[src/rtl/cusum_pkg.sv]
// Package: shared types for the cumulative-sum detector.
// Holds the selector that names which branch of the clamp an update took.
package cusum_pkg;

    typedef enum logic [1:0] {
        CLAMP_PASS  = 2'd0,
        CLAMP_FLOOR = 2'd1,
        CLAMP_CEIL  = 2'd2
    } clamp_sel_e;

endpackage

[src/rtl/cusum_drift.sv]
// Module: cusum_drift
// Builds the drift term one register stage after the parameters are sampled:
// drift = base + (weight * post) >> WT_FRAC. The product and the base are
// registered on every clock, so the drift lines up with the sample stage.
// Assumes the parameters are unsigned and that DRIFT_W = DATA_W + WT_W + 1.
module cusum_drift #(
    parameter int DATA_W  = 16,
    parameter int WT_W    = 8,
    parameter int WT_FRAC = 4,
    parameter int DRIFT_W = DATA_W + WT_W + 1
) (
    input  logic               clk_i,
    input  logic               rst_ni,
    input  logic [DATA_W-1:0]  base_i,
    input  logic [DATA_W-1:0]  post_i,
    input  logic [WT_W-1:0]    weight_i,
    output logic [DRIFT_W-1:0] drift_o
);
    localparam int PROD_W = DATA_W + WT_W;

    logic [PROD_W-1:0] prod_q;
    logic [DATA_W-1:0] base_q;
    logic [PROD_W-1:0] prod_scaled;

    // Register the weighted product and the base estimate.
    always_ff @(posedge clk_i) begin
        if (!rst_ni) begin
            prod_q <= '0;
            base_q <= '0;
        end else begin
            prod_q <= PROD_W'(weight_i) * PROD_W'(post_i);
            base_q <= base_i;
        end
    end

    // Drop the fractional bits of the weight and add the base estimate.
    always_comb begin
        prod_scaled = prod_q >> WT_FRAC;
        drift_o     = {1'b0, prod_scaled} + DRIFT_W'(base_q);
    end

endmodule

[src/rtl/cusum_ingest.sv]
// Module: cusum_ingest
// First pipeline stage: captures the sample strobe, the sample value and
// the threshold that belongs to it. Assumes one sample per clock at most.
module cusum_ingest #(
    parameter int DATA_W = 16,
    parameter int STAT_W = 24
) (
    input  logic              clk_i,
    input  logic              rst_ni,
    input  logic              smp_vld_i,
    input  logic [DATA_W-1:0] smp_i,
    input  logic [STAT_W-1:0] thr_i,
    output logic              vld_o,
    output logic [DATA_W-1:0] smp_o,
    output logic [STAT_W-1:0] thr_o
);
    // Hold the sample and its threshold for the accumulate stage.
    always_ff @(posedge clk_i) begin
        if (!rst_ni) begin
            vld_o <= 1'b0;
            smp_o <= '0;
            thr_o <= '0;
        end else begin
            vld_o <= smp_vld_i;
            smp_o <= smp_i;
            thr_o <= thr_i;
        end
    end

endmodule

[src/rtl/cusum_accum.sv]
// Module: cusum_accum
// Second pipeline stage: adds the sample, subtracts the drift and clamps the
// result to [0, 2^STAT_W-1]. A clear zeroes the statistic and beats an update.
// Assumes SUM_W is wider than STAT_W, DATA_W and DRIFT_W by a sign bit plus
// one guard bit.
module cusum_accum
    import cusum_pkg::*;
#(
    parameter int DATA_W  = 16,
    parameter int STAT_W  = 24,
    parameter int DRIFT_W = 25
) (
    input  logic               clk_i,
    input  logic               rst_ni,
    input  logic               clr_i,
    input  logic               upd_i,
    input  logic [DATA_W-1:0]  smp_i,
    input  logic [DRIFT_W-1:0] drift_i,
    output logic [STAT_W-1:0]  stat_o,
    output logic [STAT_W-1:0]  stat_nxt_o
);
    localparam int WIDE_W = (STAT_W > DRIFT_W) ? STAT_W : DRIFT_W;
    localparam int SUM_W  = WIDE_W + 2;
    localparam logic signed [SUM_W-1:0] SAT_LIM = SUM_W'({STAT_W{1'b1}});

    logic [STAT_W-1:0]       stat_q;
    logic signed [SUM_W-1:0] sum;
    clamp_sel_e              sel;

    // Form the signed candidate value S + X - D.
    always_comb begin
        sum = $signed(SUM_W'(stat_q)) + $signed(SUM_W'(smp_i))
            - $signed(SUM_W'(drift_i));
    end

    // Decide which clamp branch the candidate falls in.
    always_comb begin
        if (sum < 0)            sel = CLAMP_FLOOR;
        else if (sum > SAT_LIM) sel = CLAMP_CEIL;
        else                    sel = CLAMP_PASS;
    end

    // Produce the clamped next statistic.
    always_comb begin
        case (sel)
            CLAMP_FLOOR: stat_nxt_o = '0;
            CLAMP_CEIL:  stat_nxt_o = {STAT_W{1'b1}};
            default:     stat_nxt_o = sum[STAT_W-1:0];
        endcase
    end

    // Hold the statistic; clear first, then a due update.
    always_ff @(posedge clk_i) begin
        if (!rst_ni)    stat_q <= '0;
        else if (clr_i) stat_q <= '0;
        else if (upd_i) stat_q <= stat_nxt_o;
    end

    assign stat_o = stat_q;


    clr_zero_chk: assert property (@(posedge clk_i) disable iff (!rst_ni)
        clr_i |=> (stat_q == '0));


    hold_idle_chk: assert property (@(posedge clk_i) disable iff (!rst_ni)
        (!upd_i && !clr_i) |=> $stable(stat_q));


    no_wrap_chk: assert property (@(posedge clk_i) disable iff (!rst_ni)
        (upd_i && !clr_i && (DRIFT_W'(smp_i) >= drift_i)) |=> (stat_q >= $past(stat_q)));


    no_rise_chk: assert property (@(posedge clk_i) disable iff (!rst_ni)
        (upd_i && !clr_i && (DRIFT_W'(smp_i) <= drift_i)) |=> (stat_q <= $past(stat_q)));

endmodule

[src/rtl/cusum_alarm.sv]
// Module: cusum_alarm
// Sticky alarm: sets when an update's new statistic is strictly above the
// threshold captured with its sample; only a clear or reset drops it.
module cusum_alarm #(
    parameter int STAT_W = 24
) (
    input  logic              clk_i,
    input  logic              rst_ni,
    input  logic              clr_i,
    input  logic              upd_i,
    input  logic [STAT_W-1:0] stat_nxt_i,
    input  logic [STAT_W-1:0] thr_i,
    output logic              alarm_o
);
    logic alarm_q;

    // Set on a crossing, clear on request; clear wins.
    always_ff @(posedge clk_i) begin
        if (!rst_ni)                             alarm_q <= 1'b0;
        else if (clr_i)                          alarm_q <= 1'b0;
        else if (upd_i && (stat_nxt_i > thr_i))  alarm_q <= 1'b1;
    end

    assign alarm_o = alarm_q;


    sticky_chk: assert property (@(posedge clk_i) disable iff (!rst_ni)
        (alarm_q && !clr_i) |=> alarm_q);


    clr_alarm_chk: assert property (@(posedge clk_i) disable iff (!rst_ni)
        clr_i |=> !alarm_q);

endmodule

[src/rtl/cusum_detector.sv]
// Module: cusum_detector (top)
// One-sided cumulative-sum change detector. Stage one captures the sample,
// its threshold and the weighted drift product; stage two updates the clamped
// statistic and the sticky alarm. Assumes parameter ports are quasi-static
// and are taken together with each sample.
module cusum_detector #(
    parameter int DATA_W  = 16,
    parameter int WT_W    = 8,
    parameter int WT_FRAC = 4,
    parameter int STAT_W  = 24
) (
    input  logic              clk_i,
    input  logic              rst_ni,
    input  logic              smp_vld_i,
    input  logic [DATA_W-1:0] smp_i,
    input  logic [DATA_W-1:0] base_i,
    input  logic [DATA_W-1:0] post_i,
    input  logic [WT_W-1:0]   weight_i,
    input  logic [STAT_W-1:0] thr_i,
    input  logic              clr_i,
    output logic [STAT_W-1:0] stat_o,
    output logic              alarm_o
);
    localparam int DRIFT_W = DATA_W + WT_W + 1;

    logic               s1_vld;
    logic [DATA_W-1:0]  s1_smp;
    logic [STAT_W-1:0]  s1_thr;
    logic [DRIFT_W-1:0] s1_drift;
    logic [STAT_W-1:0]  stat_nxt;

    cusum_ingest #(.DATA_W(DATA_W), .STAT_W(STAT_W)) ingest_i (
        .clk_i(clk_i), .rst_ni(rst_ni), .smp_vld_i(smp_vld_i), .smp_i(smp_i),
        .thr_i(thr_i), .vld_o(s1_vld), .smp_o(s1_smp), .thr_o(s1_thr)
    );

    cusum_drift #(.DATA_W(DATA_W), .WT_W(WT_W), .WT_FRAC(WT_FRAC),
                  .DRIFT_W(DRIFT_W)) drift_i (
        .clk_i(clk_i), .rst_ni(rst_ni), .base_i(base_i), .post_i(post_i),
        .weight_i(weight_i), .drift_o(s1_drift)
    );

    cusum_accum #(.DATA_W(DATA_W), .STAT_W(STAT_W), .DRIFT_W(DRIFT_W)) accum_i (
        .clk_i(clk_i), .rst_ni(rst_ni), .clr_i(clr_i), .upd_i(s1_vld),
        .smp_i(s1_smp), .drift_i(s1_drift), .stat_o(stat_o),
        .stat_nxt_o(stat_nxt)
    );

    cusum_alarm #(.STAT_W(STAT_W)) alarm_i (
        .clk_i(clk_i), .rst_ni(rst_ni), .clr_i(clr_i), .upd_i(s1_vld),
        .stat_nxt_i(stat_nxt), .thr_i(s1_thr), .alarm_o(alarm_o)
    );


    alarm_cross_chk: assert property (@(posedge clk_i) disable iff (!rst_ni)
        $rose(alarm_o) |-> (stat_o > $past(s1_thr)));

endmodule

[config.mk]
export PLATFORM = sky130hd
export DESIGN_NAME = cusum_detector
export DESIGN_NICKNAME = d
export VERILOG_FILES = /design/src/rtl/cusum_pkg.sv /design/src/rtl/cusum_drift.sv /design/src/rtl/cusum_ingest.sv /design/src/rtl/cusum_accum.sv /design/src/rtl/cusum_alarm.sv /design/src/rtl/cusum_detector.sv
export SDC_FILE = /design/constraint.sdc
export NUM_CORES = 1
export LEC_CHECK = 0
export BUFFER_PORTS_ARGS = -buffer_cell sky130_fd_sc_hd__clkbuf_2
export CAP_MARGIN = 40
export CORE_UTILIZATION = 30
export CTS_BUF_LIST = sky130_fd_sc_hd__clkbuf_4 sky130_fd_sc_hd__clkbuf_8
export DETAILED_ROUTE_END_ITERATION = 6
export MAX_ROUTING_LAYER = met4
export PLACE_DENSITY_LB_ADDON = 0.12
export SLEW_MARGIN = 20
export SYNTH_ARGS = -nofsm -noshare
export SYNTH_HDL_FRONTEND = slang
export SYNTH_HIERARCHICAL = 1
export SYNTH_SLANG_ARGS = --single-unit
[constraint.sdc]
create_clock -name clk_i -period 5.17 [get_ports clk_i]
set_input_delay 0.517 -clock clk_i [delete_from_list [all_inputs] [get_ports clk_i]]
set_output_delay 0.517 -clock clk_i [all_outputs]
set_load 0.005 [all_outputs]
Yosys cells after proc, flatten, opt, wreduce, memory -nomap -nowiden --
Index checks and enable logic that the tools add are counted.
Storage, ports and cells: register bits 106, input port bits 84, word-level logic and storage cells 22
Operators by class: $add $sub $neg 3, $mul 1, magnitude comparators 3, equality and inequality tests 2, multiplexer cells 3, bitwise operators 1, reduce and logical (&&, ||, !) cells 2
Operator list (count):
- $pmux 24 s2 | 1
- $gt 27x25->1 const B | 1
- $lt 27x1->1 const B | 1
- $sub 25x21->26 | 1
- $add 24x16->25 | 1
- $gt 24x24->1 | 1
- $mul 8x16->24 | 1
- $add 20x16->21 | 1
- $mux 2 | 2
- $eq 2x1->1 const B | 1
- $eq 2x2->1 const B | 1
- $reduce_or 2->1 | 1
- $logic_and 1x1->1 | 1
- $not 1->1 | 1

Longest topological paths before layout --
Gate-level depths: netlist (run 1).
depth after elaboration 9, mapped depth 28, gate-level depth less buffers 26

Modules after synthesis --
Netlist (run 1), hierarchy kept.
Modules (own cells, without submodules):
- cusum_drift | instances 1, cells each 691, area an instance 5993.2 um2, sequential area each 720.7 um2
- cusum_accum | instances 1, cells each 434, area an instance 3194.3 um2, sequential area each 480.5 um2
- cusum_ingest | instances 1, cells each 86, area an instance 1148.6 um2, sequential area each 820.8 um2
- cusum_alarm | instances 1, cells each 87, area an instance 653.1 um2, sequential area each 20.0 um2

Worst setup path before layout (run 1) --
Ideal clock, no wire load.
path type reg2reg, start register drift_i.prod_q[4], end register alarm_i.alarm_q (netlist: alarm_i/alarm_o), setup time 0.133 ns, arrival time 5.125 ns, required time 5.037 ns, path slack -0.088 ns, stages on the path, launching flop included 26, path buffers 1, cells stage by stage dfxtp_1 -> ha_1 -> inv_1 -> fa_1 -> nor2b_1 -> o21ai_0 -> a21o_1 -> a211oi_1 -> o311ai_1 -> xnor2_1 -> inv_1 -> ha_1 -> ha_1 -> a21o_1 -> a21o_1 -> a221o_1 -> or3b_1 -> o221ai_4 -> buf_2 -> nor2_1 -> ha_1 -> a21oi_1 -> nand2_1 -> a21o_1 -> o41ai_1 -> a21oi_1
On the way: cells in the longest elaborated chain, start to end 9
Ends and longest elaborated chain:
- from (decl) | line cusum_drift.sv:21 | logic [PROD_W-1:0] prod_q;
- from (signal assigned) | line cusum_drift.sv:31 | prod_q <= PROD_W'(weight_i) * PROD_W'(post_i);
- $add 20x16->21 (*) | line cusum_drift.sv:39 | drift_o = {1'b0, prod_scaled} + DRIFT_W'(base_q);
- via s1_drift[18] | line cusum_detector.sv:29 | logic [DRIFT_W-1:0] s1_drift;
- $sub 25x21->26 (*) | line cusum_accum.sv:33 | - $signed(SUM_W'(drift_i));
- $gt 27x25->1 | line cusum_accum.sv:39 | else if (sum > SAT_LIM) sel = CLAMP_CEIL;
- $mux 2 | line cusum_accum.sv:39
- $mux 2 (*) | line cusum_accum.sv:38 | if (sum < 0) sel = CLAMP_FLOOR;
- $eq 2x2->1 or $eq 2x1->1 (tied branches) | line cusum_accum.sv:45 | case (sel)
- $pmux 24 s2 (*) | line cusum_accum.sv:45
- via stat_nxt[14] | line cusum_detector.sv:30 | logic [STAT_W-1:0] stat_nxt;
- $gt 24x24->1 (*) | line cusum_alarm.sv:21 | else if (upd_i && (stat_nxt_i > thr_i)) alarm_q <= 1'b1;
- $logic_and 1x1->1 (*) | line cusum_alarm.sv:21
- to (signal assigned) | line cusum_alarm.sv:19 | if (!rst_ni) alarm_q <= 1'b0;
- to (signal assigned) | line cusum_alarm.sv:20 | else if (clr_i) alarm_q <= 1'b0;
- to (signal assigned) | line cusum_alarm.sv:21
- to (decl) | line cusum_alarm.sv:15 | logic alarm_q;
Mark *: on every way through the listed nets, which the timed path passes. The rest lies on a longest branch. A chain may end at the register's enable or synchronous reset.

Final worst setup path (run 1) --
Ends and elaborated chain as after synthesis.

==> flow_summary.json, run 1 <==
{
  "yosysMostFrequentCell": "inv_1",
  "violations": "design-rule violations, negative setup slack",
  "peakVddDrop_v": 0.0001551,
  "drt_pass1_iterations": 7,
  "required_ns": 5.47,
  "min_path_cells": 2,
  "io_pins": 109,
  "synthAdderAreaFrac_pct": 31.49,
  "ys_ff_latch": 102,
  "start_util_pct": 30.67,
  "p_switching_w": 0.002664,
  "drv_slew": 0,
  "n_fill_cell": 3749,
  "clock-sinks": 102,
  "worstHoldPathType": "primary input to flip-flop",
  "fmax_ghz": 0.1879,
  "cts_tree": "built",
  "fp.dieW_um": 193.4,
  "finalHoldViolCount": 0,
  "dp_hpwl_um": 24320,
  "drc": 8,
  "synthesis.area_sq_mm": 0.01099,
  "vias_per_cell": 4.528,
  "antenna_found_initial": 0,
  "coreArea_sq_mm": 0.03583,
  "stdcell_count": 2029,
  "power.share.clock_pct": 9.5,
  "drt-wirelength-per-cell_um": 14.50,
  "num_rows": 69,
  "yosysWarnings": 6,
  "fin_crit_sh_pct": 103.0,
  "syn_inst": 1298,
  "synth_xor_xnor_area_share_pct": 3.029,
  "netSwitchingFraction_pct": 45.48,
  "pre_cts_ws_ns": -0.4104,
  "synth.distinct_cells": 84,
  "antenna_cells": 0,
  "fin_crit_ns": 5.323,
  "ctsHoldBuffers": 0,
  "cts_buffer_depth": 2,
  "cts-root-buf": "clkbuf_8",
  "p_leak_nw": 6.811,
  "synthTopCellsByArea": "dfxtp_1, fa_1, ha_1, inv_1, and2_1",
  "rr_worst_depth": 27,
  "yosys.area.top_type_share_pct": 18.58,
  "final.setup.tns_ns": -0.1528,
  "yosysSeqAreaShare_pct": 18.58,
  "cp-end-kind": "flip-flop",
  "numCtsBuffers": 9,
  "final_nets": 1863,
  "synth_common_cells": "inv_1, ha_1, and2_1, dfxtp_1, fa_1",
  "skew_ns": 0.01459,
  "routed_wl_um": 29430,
  "grt_pass1_wl_um": 49030,
  "tightestPinTransition_ns": 0.5110,
  "cp.arrival_ns": 5.63,
  "drv_cap": 0,
  "async_reset_ff_share_pct": 0,
  "utilization_pct": 38.99,
  "synth_simple_gate_area_share_pct": 21.97,
  "fin_ws_ns": -0.1528,
  "combPwrFrac_pct": 74.8,
  "area_growth_pct": 27.12,
  "status": "complete, but fails checks",
  "grt_setup_unrepaired": "true",
  "drive_gt1_share_pct": 29.27,
  "vias": 9188,
  "grt_max_degree": 51,
  "synth_edf_count": 0,
  "die_y_um": 193.4,
  "relSlewSlack_pct": 65.05,
  "place_inst": 1987,
  "clk_latency_ns": 0.41,
  "startpoint_type": "flip-flop",
  "grt_pass1_vias": 9616,
  "critPathKind": "flip-flop to flip-flop",
  "p_int_w": 0.003195,
  "io_buffers": 108,
  "die-area_sq_mm": 0.03740,
  "avgSynthCellArea_sq_um": 8.466,
  "synth.area.mux_share_pct": 0.4554,
  "grt_overflow_total": 0,
  "setup_viol": 1,
  "pwr_density_cell_mw_per_mm2": 419.4,
  "synth_compound_area_share_pct": 15.13,
  "synth_top_cell_by_area": "dfxtp_1",
  "grt_usage_pct": 16.83,
  "postRouteAntennaNets": 0,
  "clk_pin_slew_ns": 0.11,
  "globalplace.congestion": 0.8331,
  "p_seq_share_pct": 15.6,
  "synth_ff_type": "dfxtp_1",
  "crit_fanout": 7,
  "cts_htree_levels": 3,
  "first_iter_violations": 357,
  "synth_top_family_by_area": "adder cells"
}
path summary, 6_finish.rpt:
check                                        start                  to  slack, ns
worst max-delay path             drift_i/prod_q[4]     alarm_i/alarm_o      -0.15
worst min-delay path                     base_i[1]   drift_i/base_q[1]       0.30
worst max register to register   drift_i/prod_q[4]     alarm_i/alarm_o      -0.15
worst min register to register  accum_i/stat_o[20]  accum_i/stat_o[20]       0.49
worst max-delay path: stages, from the launching register on:
cell	delay, ns
dfxtp_2	0.36
ha_4	0.14
inv_2	0.04
fa_2	0.33
nor2b_1	0.11
o21ai_1	0.09
a21o_1	0.25
a21oi_2	0.17
o221ai_2	0.11
xnor2_1	0.21
fa_1	0.45
inv_2	0.08
ha_4	0.21
a21oi_4	0.15
o21ai_2	0.08
a221o_1	0.33
or3b_4	0.39
o221ai_4	0.18
buf_6	0.14
buf_12	0.12
buf_12	0.10
nor2_1	0.04
ha_1	0.30
a21o_1	0.19
nand3_1	0.07
a21oi_1	0.07
o41ai_2	0.37
a21oi_1	0.10
power groups by stage:
| stage | sequential (W) | clock [W] | combinational, W |
|---|---|---|---|
| global route | 0.000926 | 0.000614 | 0.00495 |
| global placement | 0.000931 | 0 | 0.00414 |
| CTS | 0.000914 | 0.000591 | 0.00435 |
| detailed placement | 0.000931 | 0 | 0.00412 |
| finish | 0.000916 | 0.000559 | 0.00438 |
| floorplan | 0.000921 | 0 | 0.00273 |
layer usage:
metal  vias to the layer above  wire length (um)  GRT usage, %
met2                       130             14430         29.27
met3                        35               775         1.778
li1                       4763                 -             -
met5                         -                 0             -
met4                         0               478         4.356
met1                      4260             13740         20.73
cell families after synthesis:
family	count (synthesis)
compound gates	245
xor+xnor	38
buf+inv	252
flops	102
other cells	1
fa+ha+maj	216
mux	5
simple gates	439
stage by stage:
step / hold WS, ns / power (W) / cell area, sq um
after floorplan: 0.4686 / 0.003646 / 11040
after global placement: 0.4684 / 0.005068 / 13110
after detailed placement: 0.4766 / 0.005050 / 13110
after CTS: 0.2753 / 0.005858 / 13820
after global routing: 0.2846 / 0.006491 / 13970
final: 0.3020 / 0.005859 / 13970
timing repair:
action / 4_1_cts / 5_1_grt
pin swaps: 39 / 19
gates resized for setup: 65 / 26
buffers inserted: 23 / 4
gates cloned: 2 / 0
endpoints found under the setup margin: 1 / 3
final cells by class:
class	instances	area (sq um)	area share (%)
Timing Repair Buffer	286	1979	14.17
Sequential cell	102	2044	14.64
Multi-Input combinational cell	947	8343	59.72
Clock buffer	9	123.9	0.8867
Tap cell	461	576.8	4.129
Inverter	217	814.5	5.831
Clock inverter	7	87.58	0.6270
flip-flops by register name, summed over array words and instances, names as in the netlist:
signal and cells:
drift_i/prod_q 20, ingest_i/vld_o 1, alarm_i/alarm_o 1, ingest_i/smp_o 16, drift_i/base_q 16, accum_i/stat_o 24
ingest_i/thr_o 24
layout by cell type, fill, tap and decap left out, drive strengths merged, types with 5 or more instances in the layout:
master / n
dfxtp: 102
nand3: 22
nor2b: 11
buf: 178
nor2: 79
fa: 101
nand2: 101
nand4: 12
a31oi: 9
o211ai: 9
a21o: 23
a21oi: 78
o21ai: 58
ha: 115
clkbuf: 117
xnor2: 24
nor3: 9
mux2i: 5
xor2: 14
a211oi: 10
o2111ai: 6
nand2b: 14
or3: 9
inv: 222
nor3b: 5
o21a: 13
and2: 157
No activity file was read; power rests on OpenSTA's default activity.
==> run 2: changes to the inputs <==
==> constraint.sdc (replaced) <==
create_clock -name clk_i -period 4.3 [get_ports clk_i]
set_input_delay 0.43 -clock clk_i [delete_from_list [all_inputs] [get_ports clk_i]]
set_output_delay 0.43 -clock clk_i [all_outputs]
set_load 0.005 [all_outputs]
==> flow_summary.json, run 2 (synthesized netlist as in run 1, its figures left out) <==
{
  "drt-wirelength-per-cell_um": 15.52,
  "clk_pin_slew_ns": 0.14,
  "cts-root-buf": "clkbuf_8",
  "clk_latency_ns": 0.43,
  "violations": "design-rule violations, negative setup slack",
  "stdcell_count": 2138,
  "grt_usage_pct": 19.11,
  "r2r-end": "alarm_i/alarm_o",
  "grt_max_degree": 58,
  "drv_slew": 0,
  "routed_wl_um": 33190,
  "vias": 9718,
  "dp_hpwl_um": 28190,
  "peakVddDrop_v": 0.0002414,
  "die_y_um": 193.4,
  "use_met2_pct": 30.15,
  "pre_cts_ws_ns": -1.208,
  "drt_pass1_iterations": 7,
  "io_buffers": 108,
  "ctsHoldBuffers": 0,
  "final_cell_mix": "buf_4, inv_1, and2_1, clkbuf_2, dfxtp_1",
  "worstHoldPathType": "primary input to flip-flop",
  "pwr_density_cell_mw_per_mm2": 535.7,
  "grt_pass1_wl_um": 54970,
  "fin_crit_ns": 5.459,
  "final_nets": 1971,
  "clock-sinks": 102,
  "regToRegSetupSlack_ns": -1.16,
  "skew_ns": 0.02928,
  "fmax_ghz": 0.1832,
  "required_ns": 4.59,
  "relSlewSlack_pct": 55.84,
  "start_util_pct": 30.67,
  "r2r_start": "drift_i/prod_q[4]",
  "met1_usage_pct": 26.47,
  "grt_overflow_total": 0,
  "die-area_sq_mm": 0.03740,
  "status": "complete, but fails checks",
  "fin_crit_sh_pct": 127.0,
  "total_power_w": 0.008103,
  "fp.dieW_um": 193.4,
  "io_pins": 109,
  "finalHoldViolCount": 0,
  "vias_per_cell": 4.545,
  "antenna_found_initial": 0,
  "layout_commonest_cell": "buf_4",
  "tightestPinTransition_ns": 0.6555,
  "coreArea_sq_mm": 0.03583,
  "rr_worst_depth": 27,
  "drc": 8,
  "area_growth_pct": 37.64,
  "postRouteAntennaNets": 0,
  "fin_ws_ns": -1.159,
  "crit_fanout": 7,
  "num_rows": 69,
  "place_inst": 2104,
  "cts_buffer_depth": 2,
  "p_leak_nw": 7.390,
  "use_met3_pct": 1.848,
  "grt_pass1_vias": 10229,
  "globalplace.congestion": 0.8756,
  "grt.busiest_layer": "met2",
  "critPathLaunch": "drift_i/prod_q[4]",
  "startpoint_type": "flip-flop",
  "drive_gt1_share_pct": 36.81,
  "grt_setup_unrepaired": "true",
  "crit_end": "alarm_i/alarm_o",
  "hold_ws_ns": 0.1984,
  "setup_viol": 25,
  "drv_cap": 0,
  "critPathKind": "flip-flop to flip-flop",
  "first_iter_violations": 321,
  "cp-end-kind": "flip-flop",
  "cts_tree": "built",
  "cp.arrival_ns": 5.75,
  "numCtsBuffers": 9,
  "cts_htree_levels": 3
}
run 2: area by class of cell:
cell class | instances | area [sq um]
Inverter | 217 | 814.5
Sequential cell | 102 | 2044
Clock inverter | 7 | 80.08
Tap cell | 461 | 576.8
Antenna cell | 1 | 2.502
Fill cell | 3679 | 20700
Multi-Input combinational cell | 947 | 8653
Clock buffer | 9 | 123.9
Timing Repair Buffer | 394 | 2830
run 2: what timing repair did:
item | CTS | global route
setup buffers | 14 | 3
gates resized for setup | 71 | 67
pin swaps | 42 | 41
gates cloned | 2 | 0
hold endpoints to repair | 0 | 0
endpoints found under the setup margin | 25 | 37
run 2: power breakdown:
part           total (W)  internal, W  switching, W  leakage (nW)
logic            0.00635      0.00316       0.00319          6.45
clock network   0.000650     0.000231      0.000420        0.0990
registers        0.00111      0.00106     0.0000512         0.843
run 2: how the worst min path moves through the flow:
| stage | from | endpoint | slack [ns] | depth (start not counted) |
|---|---|---|---|---|
| 6_report | base_i[15] | drift_i/base_q[15] | 0.20 | 2 |
| 3_5_place_dp | accum_i/stat_o[8] | accum_i/stat_o[8] | 0.47 | 2 |
| 2_1_floorplan | accum_i/stat_o[0] | accum_i/stat_o[0] | 0.47 | 2 |
| 3_3_place_gp | accum_i/stat_o[11] | accum_i/stat_o[11] | 0.47 | 2 |
| 5_1_grt | smp_i[8] | ingest_i/smp_o[8] | 0.19 | 2 |
| 4_1_cts | base_i[15] | drift_i/base_q[15] | 0.17 | 2 |
run 2: per-stage QoR:
stage	setup TNS, ns	area, sq um	utilization, %
floorplan	-0.6246	11290	-
global placement	-19.13	14200	39.64
detailed placement	-19.36	14200	39.64
CTS	-16.08	14890	41.55
global route	-21.23	15120	42.21
finish	-15.26	15130	42.22
run 2: layer usage:
layer | vias up | wire (um) | share of wire [%]
li1 | 4969 | - | -
met1 | 4601 | 17030 | 51
met2 | 122 | 14940 | 45
met3 | 26 | 747 | 2.3
met4 | 0 | 469 | 1.4
met5 | - | 0 | 0
run 2: worst max-delay path: stages (launching register included):
cell      delay, ns
dfxtp_1        0.33
ha_2           0.18
inv_2          0.04
fa_2           0.34
nor2b_2        0.13
o21ai_2        0.07
a21o_1         0.19
buf_6          0.14
a211oi_4       0.30
o311ai_2       0.15
xnor2_1        0.18
inv_1          0.10
ha_4           0.28
ha_4           0.20
a21o_1         0.18
a21o_1         0.18
a221o_1        0.33
or3b_4         0.39
o221ai_4       0.26
buf_6          0.16
buf_12         0.12
nor2_2         0.05
ha_1           0.27
nand4_1        0.15
buf_4          0.15
nor3_2         0.05
o41ai_2        0.32
a21oi_1        0.10
==> run 3: changes to the inputs <==
--- a/config.mk
+++ b/config.mk
@@ -7,12 +7,12 @@
 export LEC_CHECK = 0
 export BUFFER_PORTS_ARGS = -buffer_cell sky130_fd_sc_hd__clkbuf_2
 export CAP_MARGIN = 40
+export CORE_MARGIN = 4
 export CORE_UTILIZATION = 30
 export CTS_BUF_LIST = sky130_fd_sc_hd__clkbuf_4 sky130_fd_sc_hd__clkbuf_8
 export DETAILED_ROUTE_END_ITERATION = 6
 export MAX_ROUTING_LAYER = met4
 export PLACE_DENSITY_LB_ADDON = 0.12
-export SLEW_MARGIN = 20
 export SYNTH_ARGS = -nofsm -noshare
 export SYNTH_HDL_FRONTEND = slang
 export SYNTH_HIERARCHICAL = 1
==> flow_summary.json, run 3 (synthesized netlist as in run 1, its figures left out) <==
{
  "layout_commonest_cell": "buf_4",
  "fin_crit_ns": 5.493,
  "grt_usage_pct": 17.68,
  "required_ns": 4.66,
  "grt_pass1_vias": 9981,
  "critPathKind": "flip-flop to flip-flop",
  "num_rows": 69,
  "rr_worst_depth": 26,
  "min_path_cells": 2,
  "cts_buffer_depth": 2,
  "area_growth_pct": 37.97,
  "grt_max_degree": 74,
  "die_y_um": 199.4,
  "worstHoldPathType": "primary input to flip-flop",
  "cts_htree_levels": 3,
  "numCtsBuffers": 9,
  "coreArea_sq_mm": 0.03583,
  "cts_tree": "built",
  "final.setup.tns_ns": -15.20,
  "hold_ws_ns": 0.1941,
  "total_power_w": 0.008212,
  "final_nets": 1977,
  "io_pins": 109,
  "drc": 0,
  "grt_overflow_total": 0,
  "clk_latency_ns": 0.44,
  "final_cell_mix": "buf_4, inv_1, and2_1",
  "fp.dieW_um": 199.4,
  "tightestPinTransition_ns": 0.7210,
  "drt_pass1_iterations": 7,
  "skew_ns": 0.03396,
  "status": "complete, but fails checks",
  "io_buffers": 108,
  "fmax_ghz": 0.1820,
  "drt-wirelength-per-cell_um": 15.61,
  "vias_per_cell": 4.523,
  "fin_ws_ns": -1.193,
  "die-area_sq_mm": 0.03976,
  "clock-sinks": 102,
  "start_util_pct": 30.67,
  "drv_slew": 0,
  "fin_crit_sh_pct": 127.8,
  "routed_wl_um": 33470,
  "cts-root-buf": "clkbuf_8",
  "slowest_delay_ns": 0.40,
  "finalHoldViolCount": 0,
  "grt_pass1_wl_um": 54090,
  "drive_gt1_share_pct": 36.56,
  "pwr_density_cell_mw_per_mm2": 541.6,
  "crit_fanout": 5,
  "violations": "negative setup slack",
  "peakVddDrop_v": 0.0002372,
  "vias": 9698,
  "cp-end-kind": "flip-flop",
  "critPathMostFrequentCell": "ha_4",
  "antenna_found_initial": 0,
  "cp.arrival_ns": 5.86,
  "dp_hpwl_um": 28210,
  "globalplace.congestion": 0.8686,
  "postRouteAntennaNets": 0,
  "first_iter_violations": 371,
  "setup_viol": 25,
  "drv_cap": 0,
  "relSlewSlack_pct": 51.43,
  "grt_setup_unrepaired": "true",
  "p_leak_nw": 7.426,
  "clk_pin_slew_ns": 0.14,
  "ctsHoldBuffers": 0,
  "crit_slowest_cell": "or3b_4",
  "startpoint_type": "flip-flop"
}
run 3: through the flow:
stage          util [%]  cell area (sq um)  worst slack [ns]  cells
2_1_floorplan         -              11290           -0.6246   1301
3_3_place_gp      39.47              14140            -1.356   2099
3_5_place_dp      39.47              14140            -1.455   2099
4_1_cts           41.41              14840            -1.167   2131
5_1_grt           42.31              15160            -1.438   2143
6_report          42.32              15160            -1.193   2144
run 3: worst paths after layout:
| check | slack [ns] | to | from |
|---|---|---|---|
| hold / removal | 0.19 | ingest_i/vld_o | smp_vld_i |
| hold reg to reg | 0.48 | accum_i/stat_o[9] | accum_i/stat_o[9] |
| setup / recovery | -1.19 | alarm_i/alarm_o | drift_i/prod_q[4] |
| setup reg to reg | -1.19 | alarm_i/alarm_o | drift_i/prod_q[4] |
run 3: final cells by class:
cell class | count | area [sq um]
clock buffer | 9 | 123.9
clock inverter | 7 | 80.08
antenna | 1 | 2.502
fill | 3724 | 20670
multi-input combinational | 948 | 8653
timing repair buffer | 399 | 2865
sequential | 102 | 2046
inverter | 217 | 814.5
tap | 461 | 576.8
run 3: routing by layer:
layer  global-route usage, %  part of all wire, %
met3                   2.327                  2.9
met5                       -                    0
met2                   27.78                   46
met1                   24.83                   50
met4                   3.145                  1.2
run 3: report_power, final:
part | leakage, nW | switching, W | total, W | internal (W)
Clock | 0.103 | 0.000399 | 0.000678 | 0.000278
Combinational | 6.48 | 0.00323 | 0.00643 | 0.00319
Sequential | 0.844 | 0.0000526 | 0.00111 | 0.00106
run 3: timing repair:
item / in CTS / in global routing
pin swaps: 37 / 37
buffers inserted: 14 / 13
gates resized for setup: 67 / 59
gates cloned: 3 / 0
endpoints found under the setup margin: 25 / 36
run 3: critical path, delay by kind of cell (launching register included):
family | cells | cell delay [ns]
and+or+nand+nor | 5 | 1.13
adders and majority gates | 5 | 1.28
AOI/OAI and AO/OA | 11 | 2.06
DFF | 1 | 0.36
buffers and inverters | 4 | 0.43
xor gates and xnor gates | 1 | 0.17
